## config.mk

```make
export PLATFORM = sky130hd
export DESIGN_NAME = cslot_ctrl
export DESIGN_NICKNAME = d
export VERILOG_FILES = /design/src/rtl/cslot_pkg.sv /design/src/rtl/cslot_timing.sv /design/src/rtl/cslot_regs.sv /design/src/rtl/cslot_dpath.sv /design/src/rtl/cslot_ctrl.sv
export SDC_FILE = /design/constraint.sdc
export NUM_CORES = 1
export LEC_CHECK = 0
export ABC_AREA = 0
export BUFFER_PORTS_ARGS = -buffer_cell sky130_fd_sc_hd__buf_2
export CORE_AREA = 2 2 75 113
export DETAILED_ROUTE_END_ITERATION = 12
export DIE_AREA = 0 0 77 115
export PLACE_DENSITY_LB_ADDON = 0.2
export SETUP_SLACK_MARGIN = 0.4
export SYNTH_ARGS = -nofsm -noshare
export SYNTH_HDL_FRONTEND = slang
export SYNTH_SLANG_ARGS = --single-unit
```

## constraint.sdc

```tcl
create_clock -name clk_i -period 2.3 [get_ports clk_i]
set_input_delay 0.46 -clock clk_i [delete_from_list [all_inputs] [get_ports clk_i]]
set_output_delay 0.46 -clock clk_i [all_outputs]
set_load 0.02 [all_outputs]
```

## src/rtl/cslot_pkg.sv

```systemverilog
package cslot_pkg;
  localparam int unsigned BYTE_W = 8;

  typedef enum logic [1:0] {
    SEL_CTRL  = 2'b00,
    SEL_DIAG  = 2'b01,
    SEL_RSV_A = 2'b10,
    SEL_RSV_B = 2'b11
  } sel_e;

  typedef struct packed {
    logic       hk;
    logic       speedup;
    logic       scram;
    logic       bearer;
    logic       rate;
    logic       diag_keep;
    logic [1:0] sel;
  } ctrl_t;

  function automatic logic is_dflt(ctrl_t c);
    return c.hk & c.speedup & c.scram & c.bearer;
  endfunction

  function automatic logic [BYTE_W-1:0] mask_of(ctrl_t c);
    if (c.bearer && !is_dflt(c)) return 8'hFF;
    if (c.rate) return 8'h03;
    return 8'h01;
  endfunction
endpackage

```

## src/rtl/cslot_timing.sv

```systemverilog
module cslot_timing #(
  parameter int unsigned N_CH   = 32,
  parameter int unsigned C_SLOT = 0
) (
  input  logic       clk_i,
  input  logic       rst_ni,
  input  logic       frame_pulse_i,
  input  logic       slot_swap_i,
  output logic [2:0] bit_o,
  output logic       c_act_o,
  output logic       d_act_o,
  output logic       c_last_o,
  output logic       d_last_o
);
  localparam int unsigned FRAME_BITS = N_CH * 8;
  localparam int unsigned POS_W      = $clog2(FRAME_BITS);
  localparam int unsigned SLOT_W     = POS_W - 3;
  localparam int unsigned D_SLOT     = C_SLOT + N_CH / 2 - 1;

  logic [POS_W-1:0]  pos_q, pos_d, idx;
  logic [SLOT_W-1:0] slot, c_num, d_num;

  always_comb begin
    idx   = frame_pulse_i ? '0 : pos_q;
    pos_d = (idx == POS_W'(FRAME_BITS - 1)) ? '0 : idx + 1'b1;
  end

  always_ff @(posedge clk_i or negedge rst_ni) begin
    if (!rst_ni) pos_q <= '0;
    else         pos_q <= pos_d;
  end

  always_comb begin
    slot     = idx[POS_W-1:3];
    bit_o    = idx[2:0];
    c_num    = slot_swap_i ? SLOT_W'(D_SLOT) : SLOT_W'(C_SLOT);
    d_num    = slot_swap_i ? SLOT_W'(C_SLOT) : SLOT_W'(D_SLOT);
    c_act_o  = (slot == c_num);
    d_act_o  = (slot == d_num);
    c_last_o = c_act_o && (bit_o == 3'd7);
    d_last_o = d_act_o && (bit_o == 3'd7);
  end

  AST_SLOT_EXCL: assert property (@(posedge clk_i) disable iff (!rst_ni)
    !(c_act_o && d_act_o));
  AST_FP_NOT_LAST: assert property (@(posedge clk_i) disable iff (!rst_ni)
    frame_pulse_i |-> !c_last_o && !d_last_o);
endmodule

```

## src/rtl/cslot_regs.sv

```systemverilog
module cslot_regs
  import cslot_pkg::*;
#(
  parameter int unsigned SPD_FAST = 240,
  parameter int unsigned SPD_SLOW = 480
) (
  input  logic              clk_i,
  input  logic              rst_ni,
  input  logic              frame_pulse_i,
  input  logic              wr_i,
  input  logic [BYTE_W-1:0] wr_byte_i,
  output ctrl_t             ctrl_o,
  output logic [BYTE_W-1:0] diag_o,
  output logic              clr_now_o,
  output logic              speedup_o
);
  localparam int unsigned SPD_MAX = (SPD_FAST > SPD_SLOW) ? SPD_FAST : SPD_SLOW;
  localparam int unsigned CNT_W   = $clog2(SPD_MAX + 1);

  ctrl_t             ctrl_q, ctrl_d, new_c;
  logic [BYTE_W-1:0] diag_q, diag_d;
  logic              pend_q, pend_d;
  logic [CNT_W-1:0]  cnt_q, cnt_d;
  sel_e              wr_sel;
  logic              wr_ctrl, wr_diag, new_eff, old_eff;

  always_comb begin
    wr_sel  = sel_e'(wr_byte_i[1:0]);
    wr_ctrl = wr_i && (wr_sel == SEL_CTRL);
    wr_diag = wr_i && (wr_sel == SEL_DIAG);
    new_c   = ctrl_t'(wr_byte_i);
    new_eff = new_c.speedup && !is_dflt(new_c);
    old_eff = ctrl_q.speedup && !is_dflt(ctrl_q);
  end

  always_comb begin
    ctrl_d = ctrl_q;
    diag_d = diag_q;
    pend_d = pend_q;
    cnt_d  = cnt_q;
    if (frame_pulse_i) begin
      if (pend_q) begin
        diag_d = '0;
        pend_d = 1'b0;
      end
      if (cnt_q != '0) cnt_d = cnt_q - 1'b1;
    end
    if (wr_ctrl) begin
      ctrl_d = new_c;
      if (!new_c.diag_keep) pend_d = 1'b1;
      if (!new_eff)         cnt_d  = '0;
      else if (!old_eff)    cnt_d  = new_c.rate ? CNT_W'(SPD_FAST) : CNT_W'(SPD_SLOW);
    end
    if (wr_diag) diag_d = wr_byte_i;
  end

  always_ff @(posedge clk_i or negedge rst_ni) begin
    if (!rst_ni) begin
      ctrl_q <= '0;
      diag_q <= '0;
      pend_q <= 1'b0;
      cnt_q  <= '0;
    end else begin
      ctrl_q <= ctrl_d;
      diag_q <= diag_d;
      pend_q <= pend_d;
      cnt_q  <= cnt_d;
    end
  end

  assign ctrl_o    = ctrl_q;
  assign diag_o    = diag_q;
  assign clr_now_o = frame_pulse_i && pend_q;
  assign speedup_o = (cnt_q != '0);

  AST_RSV_CTRL_HOLD: assert property (@(posedge clk_i) disable iff (!rst_ni)
    wr_i && wr_byte_i[1] |=> $stable(ctrl_q));
  AST_RSV_DIAG_HOLD: assert property (@(posedge clk_i) disable iff (!rst_ni)
    wr_i && wr_byte_i[1] |=> $stable(diag_q));
  AST_DIAG_CLR: assert property (@(posedge clk_i) disable iff (!rst_ni)
    frame_pulse_i && pend_q |=> diag_q == '0);
  AST_DIAG_HOLD: assert property (@(posedge clk_i) disable iff (!rst_ni)
    !frame_pulse_i && !wr_diag |=> $stable(diag_q));
  AST_DFLT_NO_SPD: assert property (@(posedge clk_i) disable iff (!rst_ni)
    is_dflt(ctrl_q) |-> cnt_q == '0);
  AST_SPD_STEADY: assert property (@(posedge clk_i) disable iff (!rst_ni)
    !frame_pulse_i && !wr_ctrl |=> $stable(cnt_q));
  AST_SPD_DEC: assert property (@(posedge clk_i) disable iff (!rst_ni)
    frame_pulse_i && cnt_q != '0 |=> cnt_q == $past(cnt_q) - 1'b1);
endmodule

```

## src/rtl/cslot_dpath.sv

```systemverilog
module cslot_dpath
  import cslot_pkg::*;
(
  input  logic              clk_i,
  input  logic              rst_ni,
  input  logic              frame_pulse_i,
  input  logic              d_last_i,
  input  logic [BYTE_W-1:0] d_byte_i,
  input  ctrl_t             ctrl_i,
  input  logic [BYTE_W-1:0] line_rx_i,
  output logic [BYTE_W-1:0] mask_o,
  output logic [BYTE_W-1:0] line_tx_o,
  output logic [BYTE_W-1:0] rx_byte_o
);
  logic [BYTE_W-1:0] tx_q, tx_d, rx_q, rx_d, rx_masked;

  always_comb begin
    mask_o    = mask_of(ctrl_i);
    rx_masked = line_rx_i & mask_o;
    tx_d      = d_last_i ? (d_byte_i & mask_o) : tx_q;
    rx_d      = frame_pulse_i ? rx_masked : rx_q;
    rx_byte_o = frame_pulse_i ? rx_masked : rx_q;
  end

  always_ff @(posedge clk_i or negedge rst_ni) begin
    if (!rst_ni) begin
      tx_q <= '0;
      rx_q <= '0;
    end else begin
      tx_q <= tx_d;
      rx_q <= rx_d;
    end
  end

  assign line_tx_o = tx_q;

  AST_MASK_LEGAL: assert property (@(posedge clk_i) disable iff (!rst_ni)
    mask_o == 8'h01 || mask_o == 8'h03 || mask_o == 8'hFF);
  AST_TX_HOLD: assert property (@(posedge clk_i) disable iff (!rst_ni)
    !d_last_i |=> $stable(line_tx_o));
  AST_RX_HOLD: assert property (@(posedge clk_i) disable iff (!rst_ni)
    !frame_pulse_i |=> $stable(rx_q));
endmodule

```

## src/rtl/cslot_ctrl.sv

```systemverilog
module cslot_ctrl
  import cslot_pkg::*;
#(
  parameter int unsigned N_CH     = 32,
  parameter int unsigned C_SLOT   = 0,
  parameter int unsigned SPD_FAST = 240,
  parameter int unsigned SPD_SLOW = 480
) (
  input  logic       clk_i,
  input  logic       rst_ni,
  input  logic       frame_pulse_i,
  input  logic       slot_swap_i,
  input  logic       ser_i,
  output logic       ser_o,
  input  logic [7:0] line_rx_i,
  output logic [7:0] line_tx_o,
  output logic [7:0] line_mask_o,
  output logic       rate_hi_o,
  output logic       bearer_route_o,
  output logic       scram_en_o,
  output logic       hk_o,
  output logic       speedup_o,
  output logic       dflt_mode_o,
  output logic       dflt_sel_o
);
  logic              rst_s1_q, rst_s2_q, rst_n;
  logic [2:0]        bit_idx;
  logic              c_act, d_act, c_last, d_last;
  logic [BYTE_W-1:0] sh_q, in_byte, diag, rx_byte, c_src;
  logic              clr_now, dflt;
  ctrl_t             ctrl;

  always_ff @(posedge clk_i or negedge rst_ni) begin
    if (!rst_ni) begin
      rst_s1_q <= 1'b0;
      rst_s2_q <= 1'b0;
    end else begin
      rst_s1_q <= 1'b1;
      rst_s2_q <= rst_s1_q;
    end
  end
  assign rst_n = rst_s2_q;

  cslot_timing #(.N_CH(N_CH), .C_SLOT(C_SLOT)) u_timing (
    .clk_i         (clk_i),
    .rst_ni        (rst_n),
    .frame_pulse_i (frame_pulse_i),
    .slot_swap_i   (slot_swap_i),
    .bit_o         (bit_idx),
    .c_act_o       (c_act),
    .d_act_o       (d_act),
    .c_last_o      (c_last),
    .d_last_o      (d_last)
  );

  assign in_byte = {ser_i, sh_q[BYTE_W-1:1]};

  always_ff @(posedge clk_i or negedge rst_n) begin
    if (!rst_n) sh_q <= '0;
    else        sh_q <= in_byte;
  end

  cslot_regs #(.SPD_FAST(SPD_FAST), .SPD_SLOW(SPD_SLOW)) u_regs (
    .clk_i         (clk_i),
    .rst_ni        (rst_n),
    .frame_pulse_i (frame_pulse_i),
    .wr_i          (c_last),
    .wr_byte_i     (in_byte),
    .ctrl_o        (ctrl),
    .diag_o        (diag),
    .clr_now_o     (clr_now),
    .speedup_o     (speedup_o)
  );

  cslot_dpath u_dpath (
    .clk_i         (clk_i),
    .rst_ni        (rst_n),
    .frame_pulse_i (frame_pulse_i),
    .d_last_i      (d_last),
    .d_byte_i      (in_byte),
    .ctrl_i        (ctrl),
    .line_rx_i     (line_rx_i),
    .mask_o        (line_mask_o),
    .line_tx_o     (line_tx_o),
    .rx_byte_o     (rx_byte)
  );

  always_comb begin
    dflt           = is_dflt(ctrl);
    rate_hi_o      = ctrl.rate;
    bearer_route_o = ctrl.bearer && !dflt;
    scram_en_o     = ctrl.scram && !dflt;
    hk_o           = ctrl.hk && !dflt;
    dflt_mode_o    = dflt;
    dflt_sel_o     = dflt && ctrl.rate;
    c_src          = clr_now ? '0 : diag;
    if (c_act)      ser_o = c_src[bit_idx];
    else if (d_act) ser_o = rx_byte[bit_idx];
    else            ser_o = 1'b0;
  end

  AST_IDLE_SLOT_QUIET: assert property (@(posedge clk_i) disable iff (!rst_n)
    !c_act && !d_act |-> !ser_o);
  AST_DFLT_OUTS: assert property (@(posedge clk_i) disable iff (!rst_n)
    dflt_mode_o |-> !bearer_route_o && !scram_en_o && !hk_o && !speedup_o);
endmodule

```

==> metrics.md <==
| Metric | Value |
|---|---|
| Outcome | finished with violations |
| Failing checks | negative setup slack |
| Initial Utilization | 33.97% |
| Setup violators final | 1 |
| RSZ-0062 raised after global routing | yes |
| Critical Path, Cell by Cell | mux4_2 -> a22o_1 -> o21ai_2 -> o31ai_4 -> buf_6 |
| Cells after DPL | 411 |
| Pins Over Slew Limit | 0 |
| Required time worst endpoint | 1.84 ns |
| Antenna Nets Post-Route | 0 |
| Port Buffers | 35 |
| Static leakage | 1.535 nW |
| Setup ws final | -0.01172 ns |
| Hold Fails Final Rpt | 0 |
| FMAX | 432.6 MHz |
| Peak supply drop | 0.0003619 V |
| Final core occ | 43.02% |
| First-pass GRT wire length | 10.13 mm |
| Ys async rst share | 100.0% |
| Crit share post-route | 100.5% |
| Crit path DAT | 1.85 ns |
| Synthesized instance count | 271 |
| Worst setup EP type | primary output |
| Period minus WS final | 2.312 ns |
| Critical Path Fanout Max | 5 |
| IO Count | 37 |
| Seq cells post-synth | 56 |
| PD cells | 738.0 nW/um^2 |
| Hold Path Class | flip-flop to asynchronous set/reset pin |
| Worst-path clk slew | 0.07 ns |
| Via density | 4.851 |
| Skew-Pair Late Insertion Delay | 0.29 ns |
| Synth warnings | 0 |
| Core area | 7908 sq um |
| H-tree Lvls | 2 |
| WL/cell | 14.16 um |
| Vias | 2057 |
| Slowest-stage cell, CP | mux4_2 |
| Chip width | 77 um |
| Final nets | 334 |
| TritonCTS clock tree | done |
| Antenna Diode Count | 0 |
| Clock Tree Root | clkbuf_16 |
| Seq/Total Area, Yosys | 52.17% |
| CTS sink cnt | 56 |
| DP Wirelength | 4.538 mm |
| Routed WL | 6.004 mm |
| GPL Wtd Cong | 0.8182 |
| Syn avg cell area | 9.913 sq um |
| Largest delay share family, worst path | multiplexers |
| EDFF count, synth | 0 |
| Synth unique cells | 49 |
| WHS | 0.2566 ns |
| Global Route Usage Sum | 14.56% |
| Chip Height | 115 um |
| Critical path's largest stage delay | 0.52 ns |
| Post-route DRC | 0 |
| Number of global-route vias before repair | 2073 |
| Gr ovfl total | 0 |
| Initial antenna violation count | 0 |
| Share of cells above drive strength 1 | 32.29% |
| Count of TritonRoute iterations in the first routing pass | 4 |
| Layout Skew | 0.006324 ns |
| WP buf/inv | 1 |
| Die footprint | 8855 sq um |
| Pin count of the biggest net entering global routing | 55 |
| Fin Setup TNS | -0.01172 ns |
| Final non-filler cell total | 424 |
| Core Rows | 40 |
| Type of origin of the critical path | flip-flop |
| Bufs on Longest Clock Path | 2 |
| Area grow syn2layout | 26.64% |
| Post-synth top flop | dfrtp_1 |
| Initial DRC Count | 84 |
| Mapped cell area | 2686 sq um |
| Class of the most critical setup path | flip-flop to primary output |
| Max Cap Viol | 0 |
| Fill count | 813 |
| Num CTS Buffers | 5 |
[kinds of logic (layout without fill, tap and decap cells)]
logic type      after synthesis  in the layout  synth area share, %
compound gates               53             53                13.60
xor+xnor                      5              5                1.630
fa+ha+maj                     3              3                1.397
buf+inv                      42             89                6.940
flops                        56             56                52.17
mux                          15             15                6.614
other cells                   1              2               0.1396
simple gates                 96             96                17.51
[power by group]
part | total, mW | switching [mW] | leakage [nW] | internal (mW)
registers | 1.22 | 0.118 | 0.693 | 1.11
clock network | 0.782 | 0.368 | 0.0719 | 0.414
logic | 0.505 | 0.275 | 0.770 | 0.230
[cell usage after synthesis (6+ instances only)]
| library cell | number | area share [%] |
|---|---|---|
| dfrtp_1 | 56 | 52 |
| nand2_1 | 32 | 4.5 |
| inv_1 | 24 | 3.4 |
| nor2_1 | 16 | 2.2 |
| o21ai_0 | 14 | 2.6 |
| nand3_1 | 12 | 2.2 |
| mux2i_1 | 11 | 4.1 |
| a21oi_1 | 10 | 1.9 |
| buf_4 | 7 | 2.0 |
| clkbuf_1 | 7 | 0.98 |
| nor2b_1 | 7 | 1.6 |
| o2bb2ai_1 | 6 | 2.0 |
[sequential cells by signal, summed over array words and instances (netlist names)]
register	cells
u_regs.diag_o	8
u_regs.ctrl_o	5
u_regs.cnt_q	9
u_dpath.rx_q	8
rst_n	1
rst_s1_q	1
u_dpath.line_tx_o	8
u_timing.pos_q	8
u_regs.pend_q	1
sh_q	7
[timing repair]
action,in CTS,in global routing
hold buffers,1,0
resized for setup,16,6
pin swaps,12,5
endpoints found under the hold margin,2,0
endpoints found under the setup margin,33,31
setup buffers,3,1
[metrics by stage]
step,setup WS (ns),area (sq um),total power [mW]
after floorplan,0.2274,2836,1.576
after global placement,0.06457,3134,1.720
after detailed placement,0.04416,3134,1.726
after CTS,-0.05561,3374,2.533
after global routing,-0.1077,3402,2.671
final,-0.01172,3402,2.511
[area by class of cell]
cell class | instances | area [sq um] | area share, %
clock buffers | 5 | 125.1 | 3.678
flip-flops and latches | 56 | 1410 | 41.45
inverters | 26 | 101.3 | 2.979
clock inverters | 3 | 27.53 | 0.8091
multi-input cells | 174 | 1256 | 36.93
repair buffers | 55 | 350.3 | 10.30
well taps | 105 | 131.4 | 3.862
[worst paths after layout]
path,start,to,slack [ns],cells after the start
worst max-delay path,u_timing.pos_q[0],ser_o,-0.01,5
min in group clk_i,ser_i,sh_q[7],0.31,1
worst min-delay path,rst_n,u_regs.ctrl_o[7],0.26,1
worst min register to register,rst_n,u_regs.ctrl_o[7],0.26,1
worst max register to register,u_timing.pos_q[0],u_regs.cnt_q[8],0.23,7
max in group asynchronous,rst_ni,rst_n,1.73,2
[metal layers]
metal,track usage [%],wire length [um],up-vias
li1,-,-,1016
met1,17.29,2499,990
met2,26.20,3209,41
met3,2.433,168,10
met4,5.952,126,0
met5,0,0,-
[placed cells by master, fill, tap and decap left out, types with 4 or more instances in the layout]
cell type / n
dfrtp_2: 7
buf_4: 17
o2bb2ai_1: 6
nor2_1: 15
mux2i_1: 11
dfrtp_1: 49
nand2b_1: 4
buf_2: 34
o21ai_0: 6
nand3_1: 6
nor2b_1: 5
a21oi_1: 10
and2_1: 5
o21ai_1: 6
clkbuf_16: 5
nand3_2: 6
nand2_1: 31
inv_1: 22
nand4_1: 4
(Power assumes the default switching activity.)
